--- config.mk ---
export PLATFORM = sky130hd
export DESIGN_NAME = rx_ring_fetcher
export DESIGN_NICKNAME = d
export VERILOG_FILES = /design/src/rtl/rrf_pkg.sv /design/src/rtl/rrf_trigger_queue.sv /design/src/rtl/rrf_entry_reader.sv /design/src/rtl/rrf_ptr_next.sv /design/src/rtl/rrf_count_tracker.sv /design/src/rtl/rx_ring_fetcher.sv
export SDC_FILE = /design/constraint.sdc
export NUM_CORES = 1
export LEC_CHECK = 0
export BUFFER_PORTS_ARGS = -buffer_cell sky130_fd_sc_hd__buf_4
export CAP_MARGIN = 20
export CORE_MARGIN = 1.5
export CORE_UTILIZATION = 54
export DETAILED_ROUTE_END_ITERATION = 10
export PLACE_DENSITY = 0.81
export SLEW_MARGIN = 30
export SYNTH_ARGS = -nofsm -noshare
export SYNTH_HDL_FRONTEND = slang
export SYNTH_SLANG_ARGS = --single-unit
--- constraint.sdc ---
create_clock -name clk -period 4.3 [get_ports clk]
set_input_delay 0 -clock clk [delete_from_list [all_inputs] [get_ports clk]]
set_output_delay 0 -clock clk [all_outputs]
set_load 0.02 [all_outputs]
--- src/rtl/rrf_pkg.sv ---
// Shared types and constants for the receive buffer ring fetcher.
package rrf_pkg;
    // Fetch sequencer states
    typedef enum logic [1:0] {
        FS_IDLE   = 2'd0,
        FS_READ   = 2'd1,
        FS_COMMIT = 2'd2
    } fetch_state_t;

    // Number of memory words per ring entry
    localparam int FIELDS  = 4;
    // Trigger sources, lowest index wins when several are held
    localparam int NUM_SRC = 3;
    localparam int SRC_CMD = 0;
    localparam int SRC_CLR = 1;
    localparam int SRC_LOW = 2;
endpackage

--- src/rtl/rrf_trigger_queue.sv ---
// Holds one pending flag per fetch trigger source and picks the next one.
// Assumes the consumer asserts take only when any_pend is 1; a raise in the
// same cycle as the take of that source keeps the flag set (new request).
module rrf_trigger_queue #(
    parameter int NSRC = 3,
    localparam int IW  = (NSRC > 1) ? $clog2(NSRC) : 1
) (
    input  logic            clk,
    input  logic            rst_n,
    input  logic [NSRC-1:0] raise,
    input  logic            take,
    output logic            any_pend,
    output logic [IW-1:0]   pick,
    output logic [NSRC-1:0] pend
);
    // One pending latch per source
    for (genvar g = 0; g < NSRC; g++) begin : g_src
        always_ff @(posedge clk) begin
            if (!rst_n)
                pend[g] <= 1'b0;
            else if (raise[g])
                pend[g] <= 1'b1;
            else if (take && (pick == IW'(g)))
                pend[g] <= 1'b0;
        end
    end

    // Fixed priority: lowest set index is served first
    always_comb begin
        pick = '0;
        for (int i = NSRC - 1; i >= 0; i--) begin
            if (pend[i]) pick = IW'(i);
        end
    end

    assign any_pend = |pend;
endmodule

--- src/rtl/rrf_entry_reader.sv ---
// Reads the four words of one ring entry through a request/acknowledge port.
// Assumes start is only asserted while busy is 0. The base address and the
// word width are latched at start, so they may change during the fetch.
module rrf_entry_reader import rrf_pkg::*; #(
    parameter int ADDR_W      = 32,
    parameter int WORD_W      = 16,
    parameter int BUS_W       = 32,
    localparam int IDX_W      = $clog2(FIELDS),
    localparam int NARROW_SH  = $clog2(WORD_W / 8),
    localparam int WIDE_SH    = $clog2(BUS_W / 8)
) (
    input  logic                     clk,
    input  logic                     rst_n,
    input  logic                     start,
    input  logic [ADDR_W-1:0]        base,
    input  logic                     wide,
    output logic                     mem_req,
    output logic [ADDR_W-1:0]        mem_addr,
    input  logic                     mem_ack,
    input  logic [BUS_W-1:0]         mem_rdata,
    output logic                     busy,
    output logic                     done,
    output logic [FIELDS*WORD_W-1:0] fields
);
    fetch_state_t       state;
    logic [IDX_W-1:0]   idx;
    logic [ADDR_W-1:0]  base_q;
    logic               wide_q;
    logic [ADDR_W-1:0]  offset;
    logic               beat;

    assign beat = (state == FS_READ) && mem_ack;

    // Sequencer: idle, four reads, one commit cycle
    always_ff @(posedge clk) begin
        if (!rst_n) begin
            state  <= FS_IDLE;
            idx    <= '0;
            base_q <= '0;
            wide_q <= 1'b0;
        end else begin
            case (state)
                FS_IDLE: begin
                    if (start) begin
                        state  <= FS_READ;
                        idx    <= '0;
                        base_q <= base;
                        wide_q <= wide;
                    end
                end
                FS_READ: begin
                    if (mem_ack) begin
                        if (idx == IDX_W'(FIELDS - 1))
                            state <= FS_COMMIT;
                        else
                            idx <= idx + 1'b1;
                    end
                end
                default: state <= FS_IDLE;
            endcase
        end
    end

    // Byte offset of the current word inside the entry
    always_comb begin
        offset = '0;
        offset[IDX_W-1:0] = idx;
        offset = wide_q ? (offset << WIDE_SH) : (offset << NARROW_SH);
    end

    assign mem_req  = (state == FS_READ);
    assign mem_addr = base_q + offset;
    assign busy     = (state != FS_IDLE);
    assign done     = (state == FS_COMMIT);

    // Capture each returned word into its own field slot
    for (genvar g = 0; g < FIELDS; g++) begin : g_field
        always_ff @(posedge clk) begin
            if (!rst_n)
                fields[g*WORD_W +: WORD_W] <= '0;
            else if (beat && (idx == IDX_W'(g)))
                fields[g*WORD_W +: WORD_W] <= mem_rdata[WORD_W-1:0];
        end
    end
endmodule

--- src/rtl/rrf_ptr_next.sv ---
// Combinational next read pointer: advance by one entry, wrap at the end
// pointer, and compare the result with the host write pointer.
module rrf_ptr_next #(
    parameter int PTR_W       = 16,
    parameter int NARROW_STEP = 8,
    parameter int WIDE_STEP   = 16
) (
    input  logic [PTR_W-1:0] cur,
    input  logic [PTR_W-1:0] ring_start,
    input  logic [PTR_W-1:0] ring_end,
    input  logic [PTR_W-1:0] wr_ptr,
    input  logic             wide,
    output logic [PTR_W-1:0] nxt,
    output logic             hit_wr
);
    logic [PTR_W-1:0] stepped;

    // Advance, then wrap, then compare against the writer
    always_comb begin
        stepped = cur + (wide ? PTR_W'(WIDE_STEP) : PTR_W'(NARROW_STEP));
        nxt     = (stepped == ring_end) ? ring_start : stepped;
        hit_wr  = (nxt == wr_ptr);
    end
endmodule

--- src/rtl/rrf_count_tracker.sv ---
// Tracks the remaining word count of the current buffer and the low-count
// threshold. A fetch load takes precedence over a same-cycle packet report.
module rrf_count_tracker #(
    parameter int CNT_W              = 32,
    parameter int PKT_W              = 16,
    parameter int THR_W              = 16,
    parameter logic [THR_W-1:0] THR_RESET = 16'h02F8
) (
    input  logic             clk,
    input  logic             rst_n,
    input  logic             load,
    input  logic [CNT_W-1:0] load_val,
    input  logic             pkt_done,
    input  logic [PKT_W-1:0] pkt_words,
    input  logic             thr_wr,
    input  logic [THR_W-1:0] thr_val,
    output logic [CNT_W-1:0] words,
    output logic             last_pkt,
    output logic             low_hit
);
    logic [THR_W-1:0] thr;
    logic [CNT_W-1:0] remain;

    // Count left after the reported packet and its threshold compare
    always_comb begin
        remain  = words - CNT_W'(pkt_words);
        low_hit = pkt_done && (remain < CNT_W'(thr));
    end

    // Remaining-count register
    always_ff @(posedge clk) begin
        if (!rst_n)
            words <= '0;
        else if (load)
            words <= load_val;
        else if (pkt_done)
            words <= remain;
    end

    // Last-packet flag reflects the most recent packet report
    always_ff @(posedge clk) begin
        if (!rst_n)
            last_pkt <= 1'b0;
        else if (pkt_done)
            last_pkt <= low_hit;
    end

    // Threshold register
    always_ff @(posedge clk) begin
        if (!rst_n)
            thr <= THR_RESET;
        else if (thr_wr)
            thr <= thr_val;
    end
endmodule

--- src/rtl/rx_ring_fetcher.sv ---
// Receive buffer ring fetcher top. Combines the trigger queue, the entry
// reader, the pointer step and the count tracker, and owns the read
// pointer, the buffer address and the exhausted flag. Assumes the host
// keeps ring_start, ring_end and wr_ptr entry-aligned.
module rx_ring_fetcher import rrf_pkg::*; #(
    parameter int PTR_W   = 16,
    parameter int UPPER_W = 16,
    parameter int WORD_W  = 16,
    parameter int BUS_W   = 32,
    parameter logic [WORD_W-1:0] THR_RESET = 16'h02F8,
    localparam int ADDR_W = UPPER_W + PTR_W,
    localparam int BUF_W  = 2 * WORD_W,
    localparam int NARROW_STEP = FIELDS * WORD_W / 8,
    localparam int WIDE_STEP   = FIELDS * BUS_W / 8,
    localparam int SRC_IW = $clog2(NUM_SRC)
) (
    input  logic               clk,
    input  logic               rst_n,
    input  logic               cfg_wide,
    input  logic [UPPER_W-1:0] ptr_upper,
    input  logic [PTR_W-1:0]   ring_start,
    input  logic [PTR_W-1:0]   ring_end,
    input  logic [PTR_W-1:0]   wr_ptr,
    input  logic               rdp_wr_en,
    input  logic [PTR_W-1:0]   rdp_wr_data,
    input  logic               thr_wr_en,
    input  logic [WORD_W-1:0]  thr_wr_data,
    input  logic               cmd_fetch,
    input  logic               stat_clr,
    input  logic               rx_enable,
    input  logic               pkt_done,
    input  logic [WORD_W-1:0]  pkt_words,
    output logic               mem_req,
    output logic [ADDR_W-1:0]  mem_addr,
    input  logic               mem_ack,
    input  logic [BUS_W-1:0]   mem_rdata,
    output logic [PTR_W-1:0]   rd_ptr,
    output logic [BUF_W-1:0]   buf_addr,
    output logic [BUF_W-1:0]   buf_words,
    output logic               busy,
    output logic               cmd_pending,
    output logic               exhausted,
    output logic               last_pkt,
    output logic               rx_accept
);
    logic [NUM_SRC-1:0]       raise;
    logic [NUM_SRC-1:0]       pend;
    logic                     any_pend;
    logic [SRC_IW-1:0]        pick;
    logic [SRC_IW-1:0]        cur_src;
    logic                     start;
    logic                     done;
    logic                     clr_live;
    logic                     low_hit;
    logic [FIELDS*WORD_W-1:0] fields;
    logic [PTR_W-1:0]         ptr_nxt;
    logic                     ptr_hit;

    // A clear only counts while the flag is actually set
    assign clr_live = stat_clr && exhausted;

    // Trigger vector in priority order
    always_comb begin
        raise          = '0;
        raise[SRC_CMD] = cmd_fetch;
        raise[SRC_CLR] = clr_live;
        raise[SRC_LOW] = low_hit;
    end

    assign start = any_pend && !busy;

    rrf_trigger_queue #(.NSRC(NUM_SRC)) u_queue (
        .clk      (clk),
        .rst_n    (rst_n),
        .raise    (raise),
        .take     (start),
        .any_pend (any_pend),
        .pick     (pick),
        .pend     (pend)
    );

    // Remember which source the running fetch serves
    always_ff @(posedge clk) begin
        if (!rst_n)
            cur_src <= '0;
        else if (start)
            cur_src <= pick;
    end

    rrf_entry_reader #(
        .ADDR_W (ADDR_W),
        .WORD_W (WORD_W),
        .BUS_W  (BUS_W)
    ) u_reader (
        .clk       (clk),
        .rst_n     (rst_n),
        .start     (start),
        .base      ({ptr_upper, rd_ptr}),
        .wide      (cfg_wide),
        .mem_req   (mem_req),
        .mem_addr  (mem_addr),
        .mem_ack   (mem_ack),
        .mem_rdata (mem_rdata),
        .busy      (busy),
        .done      (done),
        .fields    (fields)
    );

    rrf_ptr_next #(
        .PTR_W       (PTR_W),
        .NARROW_STEP (NARROW_STEP),
        .WIDE_STEP   (WIDE_STEP)
    ) u_step (
        .cur        (rd_ptr),
        .ring_start (ring_start),
        .ring_end   (ring_end),
        .wr_ptr     (wr_ptr),
        .wide       (cfg_wide),
        .nxt        (ptr_nxt),
        .hit_wr     (ptr_hit)
    );

    rrf_count_tracker #(
        .CNT_W     (BUF_W),
        .PKT_W     (WORD_W),
        .THR_W     (WORD_W),
        .THR_RESET (THR_RESET)
    ) u_count (
        .clk       (clk),
        .rst_n     (rst_n),
        .load      (done),
        .load_val  (fields[2*WORD_W +: BUF_W]),
        .pkt_done  (pkt_done),
        .pkt_words (pkt_words),
        .thr_wr    (thr_wr_en),
        .thr_val   (thr_wr_data),
        .words     (buf_words),
        .last_pkt  (last_pkt),
        .low_hit   (low_hit)
    );

    // Read pointer: fetch completion wins over a host load
    always_ff @(posedge clk) begin
        if (!rst_n)
            rd_ptr <= '0;
        else if (done)
            rd_ptr <= ptr_nxt;
        else if (rdp_wr_en)
            rd_ptr <= {rdp_wr_data[PTR_W-1:1], 1'b0};
    end

    // Buffer address register loaded at completion
    always_ff @(posedge clk) begin
        if (!rst_n)
            buf_addr <= '0;
        else if (done)
            buf_addr <= fields[0 +: BUF_W];
    end

    // Sticky exhausted flag: set on pointer meet, cleared by host
    always_ff @(posedge clk) begin
        if (!rst_n)
            exhausted <= 1'b0;
        else if (done && ptr_hit)
            exhausted <= 1'b1;
        else if (clr_live)
            exhausted <= 1'b0;
    end

    assign cmd_pending = pend[SRC_CMD] || (busy && (cur_src == SRC_IW'(SRC_CMD)));
    assign rx_accept   = rx_enable && !exhausted;
endmodule

==> Implementation_results.wiki <==
{| class="wikitable"
! Metric !! Value
|-
| Number of input and output port buffers inserted || 254
|-
| Measured slew at the worst slew-check pin || just under 1 ns
|-
| Cell depth of the worst flop-to-flop path || 14
|-
| Clock buffers created by TritonCTS || 22
|-
| GR Util met2 || around three fifths
|-
| EDFF count, synth || 0
|-
| Final RePlAce weighted congestion || roughly 0.94
|-
| Pwr Total || approximately 5700 uW
|-
| Met3 track demand over resource in global routing || 5.000%
|-
| Antenna viol nets, final || 0
|-
| Layout cell share with drive strength beyond 1 || 19.47%
|-
| Register area share after synthesis || between 30% and 40%
|-
| Max Cap Violations || 0
|-
| Final #Nets || around 1900
|-
| Max frequency || 241.9 MHz
|-
| Number of placed instances with taps included || ~1900
|-
| Startpoint-to-endpoint class of the critical path || register to register
|-
| Root cell of the clock tree || clkbuf_16
|-
| Endpoint of the worst setup timing path || exhausted
|-
| Data arrival time of the critical path || between 4 and 5 ns
|-
| # H-tree levels || 1
|-
| Clock-pin slew on the worst setup and hold paths || about 0.060 ns
|-
| Detailed Routing Iterations Pass 1 || 5
|-
| Post-synthesis cell type count || 73
|-
| Post-placement worst setup slack || approximately 0.13 ns
|-
| Worst rel slew slack || roughly a third
|-
| Number of clock sinks seen by CTS || approximately 200
|-
| Antenna violations before repair || 1
|-
| Final critical-path required period || 4.133 ns
|-
| Yosys warning count || 0
|-
| Class of the tightest hold or removal check || input pin to register
|-
| Net count after synthesis || approximately 1600
|-
| Destination of the worst register-to-register timing path || exhausted
|-
| Vias per cell || approximately 5.8
|-
| Final routed wire length divided by cell count || around 19 um
|-
| Power density over the cells || around 380 nW/um^2
|-
| Global route total overflow || 0
|-
| Mapped Area || approximately 11000 sq um
|-
| Share of flip-flops with an asynchronous set or reset after synthesis || 0%
|-
| Synth-to-layout area growth || 36.22%
|-
| Initial core utilization || roughly 56%
|-
| Kind of start point of the critical path || register
|-
| Via count of the first global-routing pass || ~11000
|-
| Fill cell instance count of the final layout || about 1500
|-
| Footprint of the multi-input gates || ~6400 sq um
|-
| Final count of pins violating max slew || 0
|-
| Detailed-route wire length || 37350 um
|-
| Number of vias in the routed layout || roughly 12000
|-
| Maximum number of pins on one net before global-route repair || about 100
|-
| Most used flip-flop cell after synthesis || dfxtp_1
|-
| Worst hold slack || approximately 0.0042 ns
|-
| Max Clock Skew || around 0.014 ns
|-
| Final cycle utilization of the critical path || 96.12%
|-
| Clock latency on the worst-skew pair || 0.52 ns
|-
| Capturing element type of the critical path || register
|-
| TritonCTS clock tree || yes
|-
| Number of I/O pins || 272
|-
| Worst r2r src || rd_ptr[3]
|-
| Number of remaining DRC errors || 0
|-
| Leak Pwr || ~0.0064 uW
|-
| Register area || roughly 4100 sq um
|-
| First-pass GRT wire length || around 58000 um
|-
| Critical path launch point || rd_ptr[3]
|-
| Number of DRC markers in iteration 0 || 875
|-
| Final HPWL from detailed placement || ~24000 um
|-
| Run status || finished, final reports clean
|-
| Number of non-filler instances in the completed layout || 2007
|-
| Reg2Reg Setup Slack || 0.17 ns
|-
| Worst Setup Slack, final || approximately 0.17 ns
|-
| Tot GR Track Use || about a third
|-
| Mean area per synthesized cell || just under 8 sq um
|-
| Max rail drop VDD || 398.8 uV
|-
| Post-synthesis register bit count || just over 200
|-
| Die Ht || 145.3 um
|-
| Final setup violation count || 0
|-
| Hold violation count in the final report || 0
|-
| GR Layer Usage met1 || roughly 41%
|-
| DIE AREA || around 21000 sq um
|-
| Core outline area || 19650 sq um
|-
| Largest fanout on the critical path || 28
|-
| Global routing's busiest layer || met2
|-
| Post-Syn Instances || 1408
|-
| Required time at the endpoint of the critical path || 4.76 ns
|-
| Hold wc startpoint || ring_start[7]
|-
| Max Root-Sink Buffers || 3
|-
| Cell row count || 51
|-
| Width of the die || around 150 um
|}
## critical path, stage by stage, from the launching register on
cell and delay, ns:
dfxtp_1 0.37, ha_1 0.22, inv_1 0.07, fa_1 0.50, xnor2_1 0.16, nor3_1 0.25, o211a_1 0.22, nand4_1 0.09
or4_1 0.47, buf_4 0.25, a31o_1 0.25, a211oi_1 0.17, o2111ai_1 0.21, o31ai_2 0.26, dlygate4sd3_1 0.57
## cell usage in the layout (no fill, tap or decap), types with 17 or more instances in the layout
cell             n
a211oi_1        46
a21oi_1        165
buf_4          269
clkbuf_16       22
dfxtp_1        203
dlygate4sd3_1  112
ha_1            38
inv_1           57
mux2i_1         31
nand2_1        324
nand3_1         23
nor2_1         101
nor2b_1         22
nor3_1          17
o21ai_0         18
xnor2_1         51
xor2_1          49
## cell usage after synthesis (3+ instances only)
cell       instances  area share [%]
nor2_1           102             3.5
nor2b_1           23             1.3
a21oi_1          169             7.7
o21ai_1            4            0.18
o21ai_0           24             1.1
mux2i_1           31             2.8
a21o_1            14            0.96
buf_1              5            0.17
nor4_1             9            0.51
a31oi_1            4            0.23
and3_1            12            0.69
buf_2              4            0.18
inv_1             57             2.0
o211ai_1           8            0.55
nand2b_1           7            0.40
o31ai_1            3            0.21
nand3b_1           4            0.27
fa_1               3            0.55
nor3b_1            3            0.21
and2_1             6            0.34
o211a_1            4            0.37
or3_1              4            0.23
dfxtp_1          204              37
o2111ai_1          3            0.24
o21a_1             8            0.55
buf_4              4            0.27
a211oi_1          46             3.2
nand4_1           15            0.86
ha_1              40             4.6
nand3_1           23             1.1
xor2_1            49             3.9
or4_1              3            0.21
a21boi_0           5            0.34
clkbuf_1          71             2.4
xnor2_1           51             4.1
nor3_1            17            0.78
nand2_1          324              11
## state kept, by name (all words and copies together) (netlist names)
| name | count |
|---|---|
| rd_ptr | 16 |
| u_reader.fields | 64 |
| u_reader.state | 2 |
| u_reader.idx | 2 |
| exhausted | 1 |
| cur_src | 2 |
| u_reader.base_q | 32 |
| u_queue.pend | 3 |
| buf_addr | 32 |
| u_count.words | 32 |
| u_reader.wide_q | 1 |
| u_count.last_pkt | 1 |
| u_count.thr | 16 |
## final cells by class
cell class / instances / share of cell area (%)
multi-input cells: 1057 / 42.87
flip-flops and latches: 204 / 27.43
repair buffers: 382 / 21.16
clock buffers: 31 / 4.259
well taps: 265 / 2.226
inverters: 60 / 1.546
clock inverters: 7 / 0.4956
diodes: 1 / 0.01680
## timing repair
item	4_1_cts	5_1_grt
hold buffers	112	0
resized for setup	0	26
buffers inserted	0	6
hold endpoints to repair	125	0
setup endpoints to repair	0	3
## worst min path at each step
stage / to / cells past startpoint
after detailed placement: u_count.thr[5] / 3
after global placement: u_count.thr[5] / 3
after global routing: rd_ptr[7] / 3
final: rd_ptr[7] / 3
after CTS: rd_ptr[0] / 4
after floorplan: u_queue.pend[0] / 2
## where the power goes
part	switching [uW]	internal, uW
logic	901	771
clock network	778	1090
registers	171	2000
total	1850	3860
## kinds of logic after synthesis
kind of cell,synth area share (%)
and+or+nand+nor,22.71
AOI/OAI and AO/OA,17.41
DFF,37.35
buffers and inverters,5.470
xor gates and xnor gates,8.788
adders and majority gates,5.126
muxes,3.147
## per-stage QoR
stage | area [sq um] | setup TNS [ns] | util [%]
floorplan | 10930 | 0 | -
global placement | 12900 | 0 | 65.62
detailed placement | 12900 | 0 | 65.66
CTS | 14730 | 0 | 74.97
global route | 14890 | -0.09305 | 75.78
finish | 14890 | 0 | 75.78
## routing by layer
metal,vias up,share of wire [%]
li1,5405,-
met1,5423,38
met2,652,50
met3,130,8.2
met4,0,4.4
met5,-,0
Note: power is estimated with default switching activity, not from simulation.
